`config.mk`:
```
export PLATFORM = sky130hd
export DESIGN_NAME = itmr_top
export DESIGN_NICKNAME = d
export VERILOG_FILES = /design/src/rtl/itmr_pkg.sv /design/src/rtl/itmr_prescaler.sv /design/src/rtl/itmr_core.sv /design/src/rtl/itmr_regs.sv /design/src/rtl/itmr_top.sv
export SDC_FILE = /design/constraint.sdc
export NUM_CORES = 1
export LEC_CHECK = 0
export ABC_AREA = 1
export BUFFER_PORTS_ARGS = -buffer_cell sky130_fd_sc_hd__buf_2
export CORE_AREA = 2 2 56 58
export CTS_CLUSTER_DIAMETER = 100
export DETAILED_ROUTE_END_ITERATION = 6
export DIE_AREA = 0 0 58 60
export PLACE_DENSITY = 0.76
export SLEW_MARGIN = 5
export SYNTH_ARGS = -nofsm -noshare
export SYNTH_HDL_FRONTEND = slang
export SYNTH_SLANG_ARGS = --single-unit
export TNS_END_PERCENT = 30
```
`constraint.sdc`:
```
create_clock -name clk -period 1.8 [get_ports clk]
set_clock_uncertainty 0.15 [all_clocks]
set_input_delay 0.27 -clock clk [delete_from_list [all_inputs] [get_ports clk]]
set_output_delay 0.27 -clock clk [all_outputs]
set_load 0.01 [all_outputs]
```
`src/rtl/itmr_pkg.sv`:
```
// Package: shared encodings for the interval timer.
// Assumes an 8-bit control layout; the data bus is at least 8 bits wide.
package itmr_pkg;
    localparam int ADDR_W = 2;

    localparam logic [ADDR_W-1:0] ADDR_CTRL = 2'd0;
    localparam logic [ADDR_W-1:0] ADDR_REF  = 2'd1;
    localparam logic [ADDR_W-1:0] ADDR_CNT  = 2'd2;

    localparam int BIT_PEND   = 0;
    localparam int BIT_IEN    = 1;
    localparam int BIT_CLR    = 3;
    localparam int BIT_SEL_LO = 6;
    localparam int BIT_SEL_HI = 7;

    typedef enum logic [1:0] {
        SEL_DIV    = 2'b00,
        SEL_HOLD_A = 2'b01,
        SEL_HOLD_B = 2'b10,
        SEL_FAST   = 2'b11
    } tbase_e;
endpackage

```
`src/rtl/itmr_prescaler.sv`:
```
// Module: time-base generator. A free-running divider yields a one-cycle tick
// every 2**DIV_LOG2 clocks; the select code picks divided, undivided or no tick.
// Assumes restart is a one-cycle strobe that realigns the divider to zero.
module itmr_prescaler
    import itmr_pkg::*;
#(
    parameter int DIV_LOG2 = 8
) (
    input  logic   clk,
    input  logic   rst_n,
    input  logic   restart,
    input  tbase_e sel,
    output logic   tick
);
    localparam int DW = (DIV_LOG2 < 1) ? 1 : DIV_LOG2;

    logic [DW-1:0] div_q;
    logic          div_wrap;

    // divider: counts every clock, zeroed by reset or restart
    always_ff @(posedge clk) begin
        if (!rst_n || restart) div_q <= '0;
        else                   div_q <= div_q + 1'b1;
    end

    generate
        if (DIV_LOG2 < 1) begin : g_nodiv
            assign div_wrap = 1'b1;
        end else begin : g_div
            assign div_wrap = &div_q;
        end
    endgenerate

    // tick selection by time-base code
    always_comb begin
        unique case (sel)
            SEL_DIV:  tick = div_wrap;
            SEL_FAST: tick = 1'b1;
            default:  tick = 1'b0;
        endcase
    end

    // the divided tick cannot repeat on consecutive cycles
    a_r3_div_tick_sparse: assert property (@(posedge clk) disable iff (!rst_n)
        (sel == SEL_DIV && tick && !restart && DIV_LOG2 > 0) |=> !(tick && sel == SEL_DIV));
endmodule

```
`src/rtl/itmr_core.sv`:
```
// Module: counter, compare and toggle output. On a tick the counter either
// increments or, when equal to the reference, returns to zero and flags a match.
// Assumes restart has priority over both tick and match.
module itmr_core #(
    parameter int CNT_W = 8
) (
    input  logic             clk,
    input  logic             rst_n,
    input  logic             tick,
    input  logic             restart,
    input  logic [CNT_W-1:0] ref_val,
    output logic             match,
    output logic [CNT_W-1:0] count,
    output logic             match_pin
);
    logic [CNT_W-1:0] cnt_q;
    logic             pin_q;

    // compare: valid only on an advancing tick without restart
    always_comb begin
        match = tick && !restart && (cnt_q == ref_val);
    end

    // counter: restart, auto-clear on match, or increment on tick
    always_ff @(posedge clk) begin
        if (!rst_n || restart) cnt_q <= '0;
        else if (match)        cnt_q <= '0;
        else if (tick)         cnt_q <= cnt_q + 1'b1;
    end

    // toggle output: inverts on each match
    always_ff @(posedge clk) begin
        if (!rst_n)     pin_q <= 1'b0;
        else if (match) pin_q <= ~pin_q;
    end

    assign count     = cnt_q;
    assign match_pin = pin_q;

    // a match leaves the counter at zero
    a_r2_match_clears: assert property (@(posedge clk) disable iff (!rst_n)
        match |=> (count == '0));
    // a restart leaves the counter at zero
    a_r5_restart_zero: assert property (@(posedge clk) disable iff (!rst_n)
        restart |=> (count == '0));
    // without tick or restart the counter holds
    a_r4_hold: assert property (@(posedge clk) disable iff (!rst_n)
        (!tick && !restart) |=> $stable(count));
    // the output pin inverts after every match
    a_r9_toggle: assert property (@(posedge clk) disable iff (!rst_n)
        match |=> (match_pin != $past(match_pin)));
endmodule

```
`src/rtl/itmr_regs.sv`:
```
// Module: register port. Holds control and reference registers and the
// pending flag, decodes the restart strobe and muxes read data.
// Assumes writes are single-cycle strobes; a match outranks a pending clear.
module itmr_regs
    import itmr_pkg::*;
#(
    parameter int DATA_W = 8
) (
    input  logic              clk,
    input  logic              rst_n,
    input  logic              wr_en,
    input  logic [ADDR_W-1:0] addr,
    input  logic [DATA_W-1:0] wdata,
    input  logic              match_i,
    input  logic [DATA_W-1:0] count_i,
    output logic [DATA_W-1:0] rdata,
    output tbase_e            sel,
    output logic [DATA_W-1:0] ref_val,
    output logic              restart,
    output logic              pending,
    output logic              irq
);
    logic              wr_ctrl;
    logic              wr_ref;
    tbase_e            sel_q;
    logic              ien_q;
    logic              pend_q;
    logic [DATA_W-1:0] ref_q;
    logic [DATA_W-1:0] ctrl_rd;
    logic              unused_wbits;

    assign wr_ctrl      = wr_en && (addr == ADDR_CTRL);
    assign wr_ref       = wr_en && (addr == ADDR_REF);
    assign restart      = wr_ctrl && wdata[BIT_CLR];
    assign unused_wbits = ^wdata;

    // control fields: time base and interrupt enable
    always_ff @(posedge clk) begin
        if (!rst_n) begin
            sel_q <= SEL_DIV;
            ien_q <= 1'b0;
        end else if (wr_ctrl) begin
            sel_q <= tbase_e'(wdata[BIT_SEL_HI:BIT_SEL_LO]);
            ien_q <= wdata[BIT_IEN];
        end
    end

    // pending flag: set by match, cleared by writing zero
    always_ff @(posedge clk) begin
        if (!rst_n)                               pend_q <= 1'b0;
        else if (match_i)                         pend_q <= 1'b1;
        else if (wr_ctrl && !wdata[BIT_PEND])     pend_q <= 1'b0;
    end

    // reference register
    always_ff @(posedge clk) begin
        if (!rst_n)      ref_q <= '0;
        else if (wr_ref) ref_q <= wdata;
    end

    // control read image; restart bit reads zero
    always_comb begin
        ctrl_rd                         = '0;
        ctrl_rd[BIT_SEL_HI:BIT_SEL_LO]  = sel_q;
        ctrl_rd[BIT_IEN]                = ien_q;
        ctrl_rd[BIT_PEND]               = pend_q;
    end

    // read mux
    always_comb begin
        unique case (addr)
            ADDR_CTRL: rdata = ctrl_rd;
            ADDR_REF:  rdata = ref_q;
            ADDR_CNT:  rdata = count_i;
            default:   rdata = '0;
        endcase
    end

    assign sel     = sel_q;
    assign ref_val = ref_q;
    assign pending = pend_q;
    assign irq     = pend_q & ien_q;

    // a match always leaves the flag set
    a_r6_pend_set: assert property (@(posedge clk) disable iff (!rst_n)
        match_i |=> pending);
    // writing one to a clear flag does not set it
    a_r7_one_no_set: assert property (@(posedge clk) disable iff (!rst_n)
        (wr_ctrl && wdata[BIT_PEND] && !pending && !match_i) |=> !pending);
    // a request never rises without a pending flag
    a_r8_irq_needs_pend: assert property (@(posedge clk) disable iff (!rst_n)
        $rose(irq) |-> pending);
endmodule

```
`src/rtl/itmr_top.sv`:
```
// Module: interval timer top. Connects the register port, prescaler and
// counter/compare core. Assumes DATA_W >= 8 so the control layout fits.
module itmr_top
    import itmr_pkg::*;
#(
    parameter int DATA_W   = 8,
    parameter int DIV_LOG2 = 8
) (
    input  logic              clk,
    input  logic              rst_n,
    input  logic              wr_en,
    input  logic [1:0]        addr,
    input  logic [DATA_W-1:0] wdata,
    output logic [DATA_W-1:0] rdata,
    output logic              irq_o,
    output logic              match_o
);
    tbase_e            sel;
    logic              tick;
    logic              restart;
    logic              match;
    logic              pending;
    logic [DATA_W-1:0] ref_val;
    logic [DATA_W-1:0] count;

    itmr_regs #(.DATA_W(DATA_W)) u_regs (
        .clk(clk), .rst_n(rst_n), .wr_en(wr_en), .addr(addr), .wdata(wdata),
        .match_i(match), .count_i(count), .rdata(rdata), .sel(sel),
        .ref_val(ref_val), .restart(restart), .pending(pending), .irq(irq_o)
    );

    itmr_prescaler #(.DIV_LOG2(DIV_LOG2)) u_pre (
        .clk(clk), .rst_n(rst_n), .restart(restart), .sel(sel), .tick(tick)
    );

    itmr_core #(.CNT_W(DATA_W)) u_core (
        .clk(clk), .rst_n(rst_n), .tick(tick), .restart(restart),
        .ref_val(ref_val), .match(match), .count(count), .match_pin(match_o)
    );
endmodule

```
==> results of run 1 <==
## per-layer routing
layer  share of wire, %  vias up
li1                   -      760
met1                 50      585
met2                 43       36
met3                5.1        7
met4                1.8        0
met5                  0        -
## sequential cells by signal, indices dropped and copies added (netlist names)
name              count
u_regs.ref_val        8
u_regs.ien_q          1
u_pre.div_q           8
u_regs.pending        1
u_regs.sel            2
u_core.count          8
u_core.match_pin      1
## area by class of cell
type | count | area (sq um)
Clock buffer | 7 | 55.1
Fill cell | 293 | 1130
Inverter | 41 | 154
Multi-Input combinational cell | 150 | 800
Sequential cell | 29 | 582
Tap cell | 33 | 41.3
Timing Repair Buffer | 25 | 136
## report_power, final
part,switching (uW),internal (uW),leakage [uW],total (uW)
combinational,77.4,48.4,0.000516,126
clock,218,184,0.0000314,402
sequential,12.2,660,0.000236,672
total,307,893,0.000783,1200
## logic make-up after synthesis
| logic type | share of synthesized area (%) |
|---|---|
| AND/OR/NAND/NOR | 25.3 |
| buffers and inverters | 11.2 |
| AO/OA/AOI/OAI | 16.0 |
| flip-flops | 37.6 |
| XOR/XNOR | 6.80 |
| adder cells (fa/ha/maj) | 3.24 |
## metrics by stage
stage | area [sq um] | instances | worst slack (ps)
2_1_floorplan | 1550 | 223 | 305
3_3_place_gp | 1700 | 278 | 153
3_5_place_dp | 1700 | 278 | 145
4_1_cts | 1760 | 285 | 123
5_1_grt | 1770 | 285 | 9.43
6_report | 1770 | 285 | 171
## worst reg2reg max path, delay by kind of cell (launching register included)
kind / cells / cell delay (ps)
simple gates: 5 / 430
flops: 1 / 350
buf+inv: 2 / 230
compound gates: 2 / 220
fa+ha+maj: 1 / 190
## final timing paths
| check | start | end | slack, ps | cells past startpoint |
|---|---|---|---|---|
| max | u_core.count[6] | rdata[6] | 170 | 3 |
| min | wdata[1] | u_regs.ien_q | 60 | 3 |
| max reg2reg | u_pre.div_q[0] | u_core.count[3] | 190 | 10 |
| min reg2reg | u_pre.div_q[0] | u_pre.div_q[0] | 270 | 1 |
## synthesized netlist by cell type, types with 2 or more instances
cell type,instances
inv_1,37
a21oi_1,15
o21ai_1,3
xor2_1,10
nand2_2,3
clkbuf_1,2
nand2_1,48
o21ai_0,16
nand3_1,7
o22ai_1,4
nor2_2,6
xnor2_1,2
dfxtp_1,29
ha_1,4
o221ai_1,4
nor2_1,21
inv_2,4
## what timing repair did
action                     in CTS  in global routing
setup buffers                   0                  0
setup endpoints to repair       0                  7
resized for setup               0                  4
## cells in the final DEF (no fill, tap or decap), drive strengths merged
cell / netlist / final
nand3: 8 / 8
o22ai: 4 / 4
o21ai: 19 / 19
nand2: 51 / 51
nor2: 27 / 27
clkbuf: 2 / 7
ha: 4 / 4
buf: 1 / 25
dfxtp: 29 / 29
xnor2: 2 / 2
o221ai: 4 / 4
nor3: 1 / 1
or2: 2 / 2
and3: 1 / 1
xor2: 10 / 10
a21oi: 16 / 16
nand4: 1 / 1
inv: 41 / 41
==> impl_metrics.yaml, run 1 <==
sta:
  fmax_mhz: 614
  rsz0062_at_grt: "false"
  worstMarginPinSlew_ps: 476
  min_period_ps: 1630
  relSlewSlack_pct: 68.2
  final-hold-violation-count: 0
  final-max-slew-violation-count: 0
  tns_ps: 0
  setup_violations: 0
  whs_ps: 61.9
  period_share_pct: 90.5
synthesis:
  avgSynthCellArea_sq_um: 6.93
  ys_async_sr_fraction_pct: 0
  synth-seq-area-share_pct: 37.6
  synth_area_sq_mm: 0.00155
  syn_nets: 240
  ys_types: 25
  synth.area.top_cells: "dfxtp_1, nand2_1, inv_1, xor2_1, o21ai_0"
  ys_dominant_reg_cell: "dfxtp_1"
  yosysTopAreaCell: "dfxtp_1"
  ys.warnings.count: 0
  synth-seq-cells: 29
  netlist.area_leader.share_pct: 37.6
  synth_cells: 223
  synth_enable_flop_cells: 0
floorplan:
  die_x_um: 58
  die_area_sq_mm: 0.00348
  die_y_um: 60
  core_sq_mm: 0.00290
  io-pin-count: 23
  initial_utilization_pct: 53.2
  num_rows: 20
clock_network:
  clk_path_buf_depth: 2
  ctsHoldBuffers: 0
  cts_root_buffer: "clkbuf_4"
  clkSlewWorstSetupHoldPaths_ps: 90
  cts_max_level: 2
  tritoncts: "built"
  cts_sinks: 29
  cts_buffers: 5
  clk_latency_ps: 330
grt:
  grt_remaining_overflow: 0
  grt_pass1_vias: 1255
  antenna_found_initial: 0
  grt_start_max_net_pins: 16
  globalRoute.busiestLayer: "met2"
  use_met2_pct: 32.6
  global_route.usage.met3_pct: 4.55
  grt_pass1_wl_mm: 5.46
  track_usage_pct: 21.2
  grt_use_met1_pct: 28.0
placed_design:
  io_buffers: 22
  dp_hpwl_mm: 2.45
  gp_congestion: 0.831
critical_path:
  crit_type: "reg -> out"
  end_kind: "primary output"
  path_cells: "inv_1, o221ai_1, buf_2"
  crit_fanout: 4
  critPathLaunchType: "flop"
  crit_slowest_cell: "dfxtp_1"
  arrival_ps: 1210
  max_stage_delay_ps: 390
  crit_required_ps: 1380
  cpLargestDelayFamily: "flip-flops"
  timing.critical_path.buf_inv: 2
routing:
  routedWlPerCell_um: 11.5
  drt_pre_antenna_iters: 4
  vias_per_cell: 4.87
  vias: 1388
  ant_nets: 0
  drc: 0
  drt_iter0_markers: 55
  wl_mm: 3.27
pwr:
  p_leak_uw: 0.000783
  peakVddDrop_uv: 529
  p_per_area_mw_per_mm2: 679
  power.total_uw: 1200
finish:
  finalNetCount: 269
  antenna_cells: 0
  drive_gt1_share_pct: 19.4
  syn_to_final_growth_pct: 14.4
  finalCoreUtilization_pct: 60.9
outcome:
  status: "finished clean"
flow_run:
  drv_cap: 0
min_path:
  min_path_type: "in -> reg"
No activity file was read; power rests on OpenSTA's default activity.
==> inputs of run 2 (changes only) <==
==> constraint.sdc (replaced) <==
create_clock -name clk -period 1.5 [get_ports clk]
set_clock_uncertainty 0.15 [all_clocks]
set_input_delay 0.225 -clock clk [delete_from_list [all_inputs] [get_ports clk]]
set_output_delay 0.225 -clock clk [all_outputs]
set_load 0.01 [all_outputs]
==> impl_metrics.yaml, run 2 (same netlist as run 1, synthesis figures left out) <==
placed_design:
  gp_congestion: 0.792
  dp_hpwl_mm: 2.64
  io_buffers: 22
clock_network:
  clk_latency_ps: 340
  cts_sinks: 29
  clkSlewWorstSetupHoldPaths_ps: 90
  ctsHoldBuffers: 0
  cts_root_buffer: "clkbuf_4"
  clk_path_buf_depth: 2
  cts_buffers: 5
  tritoncts: "built"
  cts_max_level: 2
pwr:
  p_leak_uw: 0.000959
  p_per_area_mw_per_mm2: 702
  peakVddDrop_uv: 632
floorplan:
  die_y_um: 60
  die_area_sq_mm: 0.00348
  initial_utilization_pct: 53.2
  core_sq_mm: 0.00290
  die_x_um: 58
  io-pin-count: 23
  num_rows: 20
critical_path:
  crit_type: "reg -> reg"
  arrival_ps: 1740
  r2r_slack_ps: -130
  max_stage_delay_ps: 360
  path_cells: "ha_4, nand3_4, nor2_4, nand2_2, a21oi_4, buf_6, nand2_1, o21ai_1, inv_1, nor2_1"
  r2r-start: "u_pre.div_q[0]"
  crit_slowest_cell: "dfxtp_2"
  crit_fanout: 9
  regToRegEndpoint: "u_core.count[1]"
  reg2reg_depth: 10
  critPathLaunchType: "flop"
  end_kind: "flop"
  crit_required_ps: 1610
grt:
  grt_remaining_overflow: 0
  track_usage_pct: 25.8
  grt_pass1_vias: 1532
  grt_pass1_wl_mm: 6.65
  antenna_found_initial: 0
  grt_start_max_net_pins: 16
routing:
  wl_mm: 3.98
  vias_per_cell: 5.10
  drc: 0
  ant_nets: 0
  routedWlPerCell_um: 12.7
  vias: 1600
  drt_iter0_markers: 50
  drt_pre_antenna_iters: 4
finish:
  drive_gt1_share_pct: 43.4
  antenna_cells: 0
  layout.cells.most_common_list: "nand2_1, inv_1, buf_4"
  fillCellCount: 215
  final_common_cell: "nand2_1"
  syn_to_final_growth_pct: 39.2
  finalCoreUtilization_pct: 74.1
  finalNetCount: 298
flow_run:
  drv_cap: 0
sta:
  setup_violations: 14
  final-max-slew-violation-count: 0
  relSlewSlack_pct: 81.6
  min_period_ps: 1630
  rsz0062_at_grt: "true"
  worstMarginPinSlew_ps: 275
  whs_ps: -2.02
  fmax_mhz: 613
  period_share_pct: 109
  final-hold-violation-count: 1
  fin_ws_ps: -130
outcome:
  status: "finished, violations left"
  failed_checks: "hold timing, setup timing"
min_path:
  min_path_type: "in -> reg"
  holdPathStages: 3
  hold_path_end: "u_regs.ref_val[2]"
  min_from: "wdata[2]"
## run 2: cell count changes in the layout (fill, tap and decap cells not counted), moves of 6 or more
cell,change
buf_6,+7
inv_2,+8
nand2_1,-8
dfxtp_1,-12
buf_4,+22
nand2_2,+6
dfxtp_2,+12
inv_1,-10
## run 2: final cells by class
class | count | area [sq um] | area share, %
Multi-Input combinational cell | 150 | 918 | 42.7
Timing Repair Buffer | 54 | 380 | 17.7
Tap cell | 33 | 41.3 | 1.92
Inverter | 41 | 159 | 7.39
Sequential cell | 29 | 597 | 27.7
Clock buffer | 7 | 55.1 | 2.56
## run 2: worst max path at each step
stage	start	endpoint	slack, ps	depth (start not counted)
after floorplan	u_pre.div_q[0]	u_core.match_pin	5	9
after global placement	u_pre.div_q[1]	u_core.count[1]	-40	10
after detailed placement	u_pre.div_q[0]	u_core.count[1]	-80	10
after CTS	u_pre.div_q[0]	u_core.count[1]	-60	8
after global routing	u_pre.div_q[0]	u_core.count[1]	-240	10
final	u_pre.div_q[0]	u_core.count[1]	-130	10
## run 2: timing repair
action                     in CTS  in global routing
buffers inserted                3                  4
hold endpoints to repair        0                  0
pin swaps                       5                 13
setup endpoints to repair      16                 19
resized for setup              35                 30
## run 2: metal layers
layer  track usage, %  part of all wire (%)
met1             31.4                    45
met4             12.0                   2.2
met3             9.09                   4.6
met5                0                     0
met2             41.1                    48
## run 2: where the power goes
part | internal [uW] | total [uW] | switching, uW
Combinational | 92.0 | 212 | 120
Clock | 221 | 488 | 267
Sequential | 794 | 811 | 16.8
Total | 1110 | 1510 | 404
## run 2: stage by stage
step | instance area [sq um] | power [uW] | setup slack [ps] | cells | setup TNS [ps]
global route | 2150 | 1580 | -243 | 314 | -1870
detailed placement | 1880 | 1000 | -84.6 | 302 | -559
finish | 2150 | 1510 | -130 | 314 | -651
floorplan | 1550 | 920 | 5.00 | 223 | 0
global placement | 1880 | 998 | -43.7 | 302 | -101
CTS | 2030 | 1490 | -62.1 | 310 | -465
## run 2: critical path, delay by kind of cell (launching register included)
| family | cells | cell delay [ps] |
|---|---|---|
| simple gates | 5 | 430 |
| flops | 1 | 360 |
| compound gates | 2 | 240 |
| buf+inv | 2 | 220 |
| fa+ha+maj | 1 | 150 |
==> inputs of run 3 (changes only) <==
--- a/config.mk
+++ b/config.mk
@@ -6,12 +6,14 @@
 export NUM_CORES = 1
 export LEC_CHECK = 0
 export ABC_AREA = 1
+export ABC_CLOCK_PERIOD_IN_PS = 1500
 export BUFFER_PORTS_ARGS = -buffer_cell sky130_fd_sc_hd__buf_2
 export CORE_AREA = 2 2 56 58
 export CTS_CLUSTER_DIAMETER = 100
 export DETAILED_ROUTE_END_ITERATION = 6
 export DIE_AREA = 0 0 58 60
 export PLACE_DENSITY = 0.76
+export REMOVE_ABC_BUFFERS = 1
 export SLEW_MARGIN = 5
 export SYNTH_ARGS = -nofsm -noshare
 export SYNTH_HDL_FRONTEND = slang
==> impl_metrics.yaml, run 3 (same netlist as run 1, synthesis figures left out) <==
pwr:
  swShare_pct: 27.3
  peakVddDrop_uv: 561
  clock_power_share_pct: 30.9
  comb_power_share_pct: 14.0
  power.total_uw: 1470
  p_leak_uw: 0.000948
  p_seq_share_pct: 55.1
  p_per_area_mw_per_mm2: 699
  p_int_uw: 1070
  switchingPower_uw: 403
floorplan:
  die_y_um: 60
  die_x_um: 58
  num_rows: 20
  core_sq_mm: 0.00290
  io-pin-count: 23
  die_area_sq_mm: 0.00348
  initial_utilization_pct: 53.2
clock_network:
  cts_sinks: 29
  clk_latency_ps: 340
  clk_path_buf_depth: 2
  tritoncts: "built"
  cts_root_buffer: "clkbuf_4"
  cts_buffers: 5
  clkSlewWorstSetupHoldPaths_ps: 90
  cts_max_level: 2
critical_path:
  crit_required_ps: 1630
  crit_slowest_cell: "dfxtp_2"
  regToRegEndpoint: "u_regs.pending"
  max_stage_delay_ps: 360
  r2r-start: "u_pre.div_q[1]"
  timing.critical_path.buf_inv: 1
  path_cells: "ha_4, nand3_4, nor2_4, nand2_2, a21oi_4, nand2_1, buf_4, a21oi_1"
  arrival_ps: 1720
  cpLargestDelayFamily: "simple AND/OR/NAND/NOR gates"
  crit_fanout: 3
  end_kind: "flop"
  crit_type: "reg -> reg"
  r2r_slack_ps: -90
  reg2reg_depth: 8
  critPathLaunchType: "flop"
sta:
  setup_violations: 12
  fin_ws_ps: -93.8
  min_period_ps: 1590
  fmax_mhz: 627
  final-hold-violation-count: 0
  rsz0062_at_grt: "true"
  tns_ps: -773
  period_share_pct: 106
  final-max-slew-violation-count: 0
  relSlewSlack_pct: 78.8
  worstMarginPinSlew_ps: 317
grt:
  grt_pass1_vias: 1573
  grt_remaining_overflow: 0
  grt_pass1_wl_mm: 6.76
  grt_start_max_net_pins: 13
  antenna_found_initial: 0
  track_usage_pct: 26.1
routing:
  drt_pre_antenna_iters: 4
  drt_iter0_markers: 41
  routedWlPerCell_um: 12.5
  vias_per_cell: 4.92
  ant_nets: 0
  drc: 0
  wl_mm: 3.93
  vias: 1551
flow_run:
  drv_cap: 0
min_path:
  holdPathStages: 3
  hold_path_end: "u_regs.ref_val[7]"
  min_path_type: "in -> reg"
  min_from: "wdata[7]"
placed_design:
  placed_cell_area_sq_mm: 0.00187
  gp_congestion: 0.791
  dp_slack_ps: -80.9
  dp_hpwl_mm: 2.73
  io_buffers: 22
outcome:
  failed_checks: "setup timing"
  status: "finished, violations left"
finish:
  syn_to_final_growth_pct: 36.4
  layout.cells.most_common_list: "nand2_1, inv_1, buf_2"
  final_cell_area_sq_mm: 0.00211
  fillCellCount: 239
  finalCoreUtilization_pct: 72.6
  finalNetCount: 298
  final_common_cell: "nand2_1"
  drive_gt1_share_pct: 37.9
  antenna_cells: 0
-- run 3: how the worst max path moves through the flow --
stage                   start          endpoint  slack [ps]  cells past startpoint
5_1_grt        u_pre.div_q[1]  u_core.match_pin        -210                      9
6_report       u_pre.div_q[1]    u_regs.pending         -90                      8
3_5_place_dp   u_pre.div_q[1]   u_core.count[1]         -80                     10
2_1_floorplan  u_pre.div_q[0]   u_core.count[0]        -110                      8
4_1_cts        u_pre.div_q[0]   u_core.count[5]         -50                      8
3_3_place_gp    u_regs.sel[0]   u_core.count[7]         -10                     11
-- run 3: worst min-delay path, delay by kind of cell --
family | cells | cell delay (ps)
buf+inv | 1 | 100
simple gates | 1 | 80
compound gates | 1 | 60
-- run 3: layout make-up --
| class | count | area [sq um] | share of cell area [%] |
|---|---|---|---|
| Multi-Input combinational cell | 150 | 887 | 42.1 |
| Inverter | 41 | 156 | 7.42 |
| Tap cell | 33 | 41.3 | 1.96 |
| Clock buffer | 8 | 48.8 | 2.31 |
| Sequential cell | 29 | 594 | 28.2 |
| Timing Repair Buffer | 54 | 380 | 18.0 |
-- run 3: metrics by stage --
step,instances,hold WS (ps)
after floorplan,220,196
after global placement,301,328
after detailed placement,301,333
after CTS,315,15.9
after global routing,315,33.6
final,315,12.7
-- run 3: power groups by stage --
stage	clock network, uW	logic (uW)	registers, uW
2_1_floorplan	0	95.6	821
3_3_place_gp	0	179	823
3_5_place_dp	0	182	824
4_1_cts	454	200	810
5_1_grt	502	229	815
6_report	456	207	811
-- run 3: routing by layer --
metal / up-vias / global-route usage (%) / wire [um]
met4: 0 / 12.0 / 96
met1: 685 / 32.4 / 1790
met5: - / 0 / 0
li1: 826 / - / -
met3: 9 / 8.23 / 172
met2: 31 / 41.2 / 1880
-- run 3: timing repair --
item | 4_1_cts | 5_1_grt
endpoints found under the setup margin | 17 | 20
endpoints found under the hold margin | 1 | 0
buffers inserted | 5 | 0
gates cloned | 1 | 0
hold buffers | 1 | 0
resized for setup | 35 | 14
pin swaps | 6 | 9
